<file path="config.mk">
export PLATFORM = sky130hd
export DESIGN_NAME = errpin_ctrl
export DESIGN_NICKNAME = d
export VERILOG_FILES = /design/src/rtl/errpin_pkg.sv /design/src/rtl/errpin_lane.sv /design/src/rtl/errpin_status.sv /design/src/rtl/errpin_ctrl.sv
export SDC_FILE = /design/constraint.sdc
export NUM_CORES = 1
export LEC_CHECK = 0
export ABC_AREA = 1
export BUFFER_PORTS_ARGS = -buffer_cell sky130_fd_sc_hd__clkbuf_2
export CAP_MARGIN = 20
export CORE_MARGIN = 1.5
export CORE_UTILIZATION = 42
export DETAILED_ROUTE_END_ITERATION = 10
export GPL_TIMING_DRIVEN = 0
export PLACE_DENSITY_LB_ADDON = 0.25
export SYNTH_ARGS = -nofsm -noshare
export SYNTH_HDL_FRONTEND = slang
export SYNTH_SLANG_ARGS = --single-unit
</file>
<file path="constraint.sdc">
create_clock -name clk -period 1.33 [get_ports clk]
set_clock_uncertainty 0.2 [all_clocks]
set_input_delay 0 -clock clk [delete_from_list [all_inputs] [get_ports clk]]
set_output_delay 0 -clock clk [all_outputs]
set_load 0.02 [all_outputs]
</file>
<file path="src/rtl/errpin_pkg.sv">
package errpin_pkg;

    // Register data width and offset decoding width
    localparam int REG_W  = 32;
    localparam int ADDR_W = 4;

    // Register byte offsets
    localparam logic [ADDR_W-1:0] OFS_CTRL = 4'h0;
    localparam logic [ADDR_W-1:0] OFS_DATA = 4'h4;
    localparam logic [ADDR_W-1:0] OFS_STAT = 4'h8;

    // Two-bit per-pin usage code
    typedef enum logic [1:0] {
        PM_OFF  = 2'b00,
        PM_GPO  = 2'b01,
        PM_ERR  = 2'b10,
        PM_OFF2 = 2'b11
    } pin_mode_e;

endpackage

</file>
<file path="src/rtl/errpin_lane.sv">
// One pin: output selection, assertion-edge detection, data read masking.
module errpin_lane
    import errpin_pkg::*;
(
    input  logic       clk,
    input  logic       rst_n,
    input  logic [1:0] mode_i,
    input  logic       data_i,
    input  logic       err_i,
    output logic       pulldown_o,
    output logic       set_o,
    output logic       data_rd_o
);

    typedef struct packed {
        logic prev;   // pin asserted in the previous cycle
    } lane_st_t;

    lane_st_t st_d, st_q;
    pin_mode_e mode;

    always_comb begin
        mode       = pin_mode_e'(mode_i);
        pulldown_o = 1'b0;
        unique case (mode)
            PM_GPO:  pulldown_o = ~data_i;
            PM_ERR:  pulldown_o = err_i;
            default: pulldown_o = 1'b0;
        endcase
        set_o     = (mode == PM_ERR) && pulldown_o && !st_q.prev;
        data_rd_o = (mode == PM_GPO) && data_i;
        st_d.prev = pulldown_o;
    end

    always_ff @(posedge clk or negedge rst_n) begin
        if (!rst_n) st_q <= '0;
        else        st_q <= st_d;
    end

    // A set pulse marks a single edge; it cannot repeat on the next cycle.
    assert_single_set_R5: assert property (@(posedge clk) disable iff (!rst_n)
        set_o |=> !set_o)
        else $error("set pulse repeated");

endmodule

</file>
<file path="src/rtl/errpin_status.sv">
// Sticky status bits in the power-good reset domain.
module errpin_status #(
    parameter int NPINS = 3
) (
    input  logic             clk,
    input  logic             pwrgood_n,
    input  logic [NPINS-1:0] set_i,
    input  logic [NPINS-1:0] clr_i,
    output logic [NPINS-1:0] stat_o
);

    typedef struct packed {
        logic [NPINS-1:0] stat;
    } stat_st_t;

    stat_st_t st_d, st_q;

    always_comb begin
        // set has priority over clear
        st_d.stat = (st_q.stat & ~clr_i) | set_i;
        stat_o    = st_q.stat;
    end

    always_ff @(posedge clk or negedge pwrgood_n) begin
        if (!pwrgood_n) st_q <= '0;
        else            st_q <= st_d;
    end

    for (genvar g = 0; g < NPINS; g++) begin : g_chk
        assert_sticky_hold_R7: assert property (@(posedge clk) disable iff (!pwrgood_n)
            (st_q.stat[g] && !clr_i[g]) |=> st_q.stat[g])
            else $error("status bit lost without clear");

        assert_set_wins_R8: assert property (@(posedge clk) disable iff (!pwrgood_n)
            set_i[g] |=> st_q.stat[g])
            else $error("set event lost");
    end

endmodule

</file>
<file path="src/rtl/errpin_ctrl.sv">
// Register-mapped controller for open-drain error pins.
module errpin_ctrl
    import errpin_pkg::*;
#(
    parameter int NPINS = 3
) (
    input  logic             clk,
    input  logic             rst_n,
    input  logic             pwrgood_n,
    input  logic             reg_wr_en,
    input  logic [ADDR_W-1:0] reg_addr,
    input  logic [REG_W-1:0] reg_wdata,
    output logic [REG_W-1:0] reg_rdata,
    input  logic [NPINS-1:0] err_src_i,
    output logic [NPINS-1:0] pad_pulldown_o
);

    localparam int CTRL_W = 2 * NPINS;

    typedef struct packed {
        logic [CTRL_W-1:0] ctrl;
        logic [NPINS-1:0]  data;
    } cfg_t;

    cfg_t cfg_d, cfg_q;

    logic [NPINS-1:0] set_vec;
    logic [NPINS-1:0] clr_vec;
    logic [NPINS-1:0] stat_vec;
    logic [NPINS-1:0] data_rd;
    logic             addr_known;

    // Next-state and read path
    always_comb begin
        cfg_d      = cfg_q;
        clr_vec    = '0;
        addr_known = (reg_addr == OFS_CTRL) || (reg_addr == OFS_DATA) ||
                     (reg_addr == OFS_STAT);
        if (reg_wr_en) begin
            unique case (reg_addr)
                OFS_CTRL: cfg_d.ctrl = reg_wdata[CTRL_W-1:0];
                OFS_DATA: cfg_d.data = reg_wdata[NPINS-1:0];
                OFS_STAT: clr_vec    = reg_wdata[NPINS-1:0];
                default:  ;
            endcase
        end
        unique case (reg_addr)
            OFS_CTRL: reg_rdata = REG_W'(cfg_q.ctrl);
            OFS_DATA: reg_rdata = REG_W'(data_rd);
            OFS_STAT: reg_rdata = REG_W'(stat_vec);
            default:  reg_rdata = '0;
        endcase
    end

    always_ff @(posedge clk or negedge rst_n) begin
        if (!rst_n) cfg_q <= '0;
        else        cfg_q <= cfg_d;
    end

    for (genvar g = 0; g < NPINS; g++) begin : g_lane
        errpin_lane i_lane (
            .clk        (clk),
            .rst_n      (rst_n),
            .mode_i     (cfg_q.ctrl[2*g+1:2*g]),
            .data_i     (cfg_q.data[g]),
            .err_i      (err_src_i[g]),
            .pulldown_o (pad_pulldown_o[g]),
            .set_o      (set_vec[g]),
            .data_rd_o  (data_rd[g])
        );

        assert_off_modes_R4: assert property (@(posedge clk) disable iff (!rst_n)
            ((cfg_q.ctrl[2*g+1:2*g] == PM_OFF) || (cfg_q.ctrl[2*g+1:2*g] == PM_OFF2))
            |-> !pad_pulldown_o[g])
            else $error("pull-down active in off mode");

        assert_set_err_mode_R6: assert property (@(posedge clk)
            disable iff (!rst_n || !pwrgood_n)
            $rose(stat_vec[g]) |-> $past(cfg_q.ctrl[2*g+1:2*g] == PM_ERR))
            else $error("status set outside error mode");
    end

    errpin_status #(.NPINS(NPINS)) i_status (
        .clk       (clk),
        .pwrgood_n (pwrgood_n),
        .set_i     (set_vec),
        .clr_i     (clr_vec),
        .stat_o    (stat_vec)
    );

    assert_unknown_wr_R11: assert property (@(posedge clk) disable iff (!rst_n)
        (reg_wr_en && !addr_known) |=> $stable(cfg_q))
        else $error("write to unknown offset changed state");

endmodule

</file>
==> results.toml <==
[run_status]
status = "complete, but fails checks"
violations = "negative setup slack"

[final_layout]
seqCellArea_um2 = 377.9
final_core_util_pct = 71.35
multiInputGateArea_um2 = 695.7
drive_gt1_share_pct = 39.17
synthToLayoutAreaGrowth_pct = 63.76
mostFrequentLayoutCell = "nand2_1"
fill_cells = 213
nNetsFinal = 290
diodes = 0
final_cell_mix = "nand2_1 (35), buf_4 (32), conb_1 (26)"

[clock_network]
clock_sinks = 15
cts_tree = "built"
cts_inserted_buffers = 3
path_clk_slew_ns = 0.10
root_buffer = "clkbuf_4"
clk-insertion-delay-late_ns = 0.29
clock_path_buffers = 2
htreeDepth = 1

[setup_path]
critPathCaptureType = "primary output"
path_class = "reg -> out"
required_ns = 1.13
cp_max_fo = 3
start_kind = "flip-flop"
cp.arrival_ns = 1.38
rrSetupSlack_ns = 0.02

[place]
port_buffers = 25
place_hpwl_mm = 1.796
gp_congestion = 0.7800

[routing]
via_per_inst = 4.413
detail_route.wl_per_cell_um = 11.18
dr_total_vias = 1196
drc = 0
detail-route-antenna-nets = 0
dr.first_iter.drc_count = 15
first_pass_iters = 4
routed_wl_mm = 3.029

[grt]
track_usage_pct = 19.10
grt_pass1_wl_mm = 4.740
antenna_found_initial = 0
overflow = 0
grt_pass1_vias = 1102
grt_max_degree = 13

[synth]
yosys_warnings = 0
yosysUniqueCellTypes = 16
synthCells = 157
synth-seq-cells = 15
syn_area_per_cell_um2 = 7.587
syn_area_mm2 = 0.001191
ys_seq_area_share_pct = 31.51

[pwr]
peakVddDrop_mv = 0.9024
p_leak_nw = 1.097
p_per_area_mw_per_mm2 = 959.5

[run]
drv_cap = 0

[die]
boundaryPins = 78
dieArea_mm2 = 0.003165
start_util_pct = 43.57
core_area_mm2 = 0.002734
rows = 19
dieHeight_um = 56.26
fp.dieW_um = 56.26

[timing]
slew_viol_final = 0
timing.setup.tns_ns = -1.311
fin_ws_ns = -0.2465
final-setup-viol-count = 6
hold_slack_ns = 0.02052
final.min_clock_period_ns = 1.576
hold_violations = 0
fmax_mhz = 634.3
period_share_pct = 118.5
rsz0062_at_grt = "yes"

[hold_path]
hold_path_class = "in -> reg"
## repair_timing
action	CTS	global route
endpoints found under the setup margin	6	12
setup buffers	7	1
hold buffers	25	2
gates resized for setup	21	25
pin swaps	3	5
hold endpoints to repair	30	3
## worst paths after layout
path                                     from                 end  depth (start not counted)
max in group asynchronous               rst_n            cfg_q[7]                          3
setup reg to reg                     cfg_q[6]  i_status.stat_o[1]                          5
setup / recovery                     cfg_q[4]   pad_pulldown_o[0]                          4
min in group asynchronous           pwrgood_n  i_status.stat_o[1]                          3
hold reg to reg            i_status.stat_o[1]  i_status.stat_o[1]                          2
hold / removal                    reg_addr[3]            cfg_q[5]                          5
## worst max-delay path, stage by stage, from the launching register on
cell and delay [ns]:
dfrtp_1 0.41, buf_4 0.15, ha_4 0.21, a21oi_2 0.14, clkbuf_8 0.17
## through the flow
| stage | instances | worst slack (ns) | power (W) | area [um^2] |
|---|---|---|---|---|
| 2_1_floorplan | 182 | 0.1374 | 0.001103 | 1285 |
| 3_3_place_gp | 238 | -0.04607 | 0.001231 | 1449 |
| 3_5_place_dp | 238 | -0.07067 | 0.001240 | 1449 |
| 4_1_cts | 271 | -0.2327 | 0.001734 | 1876 |
| 5_1_grt | 271 | -0.3223 | 0.002002 | 1951 |
| 6_report | 271 | -0.2465 | 0.001872 | 1951 |
## cell usage after synthesis
cell type | number | area (um^2)
inv_1 | 20 | 75.07
clkbuf_8 | 1 | 13.76
conb_1 | 1 | 3.750
nand3b_1 | 3 | 22.52
buf_6 | 3 | 33.78
nand3_2 | 1 | 10.01
nor2_1 | 7 | 26.28
a21oi_1 | 3 | 15.01
buf_4 | 29 | 217.7
nor2_4 | 3 | 33.78
nand2_2 | 1 | 6.260
nand3_1 | 16 | 80.08
ha_1 | 6 | 75.07
nand4_1 | 9 | 56.30
nand2_1 | 39 | 146.4
dfrtp_1 | 15 | 375.4
## state kept, by name (all words and copies together) (netlist names)
| name | flops |
|---|---|
| g_lane.i_lane.st_q | 3 |
| cfg_q | 9 |
| i_status.stat_o | 3 |
## final cells by class
cell class                 count  area share, %
buffer                        30          12.44
clock buffer                   3          1.155
clock inverter                 1         0.2566
inverter                      20          3.849
multi-input combinational    114          35.66
sequential                    15          19.37
tap                           31          1.988
timing repair buffer          57          25.27
## kinds of logic after synthesis
group                    synth area share, %
AO/OA/AOI/OAI                          1.260
adder cells (fa/ha/maj)                6.302
buffers and inverters                  28.57
flip-flops                             31.51
AND/OR/NAND/NOR                        32.04
other                                 0.3148
## power by group
part,internal (W),total (W),switching [W]
Combinational,0.000460,0.000927,0.000467
Sequential,0.000578,0.000669,0.0000908
Clock,0.000112,0.000276,0.000164
## layer usage
| layer | vias up | share of wire, % | global-route usage (%) |
|---|---|---|---|
| li1 | 608 | - | - |
| met4 | 0 | 0.89 | 5.102 |
| met5 | - | 0 | 0 |
| met1 | 547 | 42 | 25.00 |
| met3 | 4 | 5.0 | 2.765 |
| met2 | 37 | 52 | 32.94 |
Power figures use the tool's default switching activity.
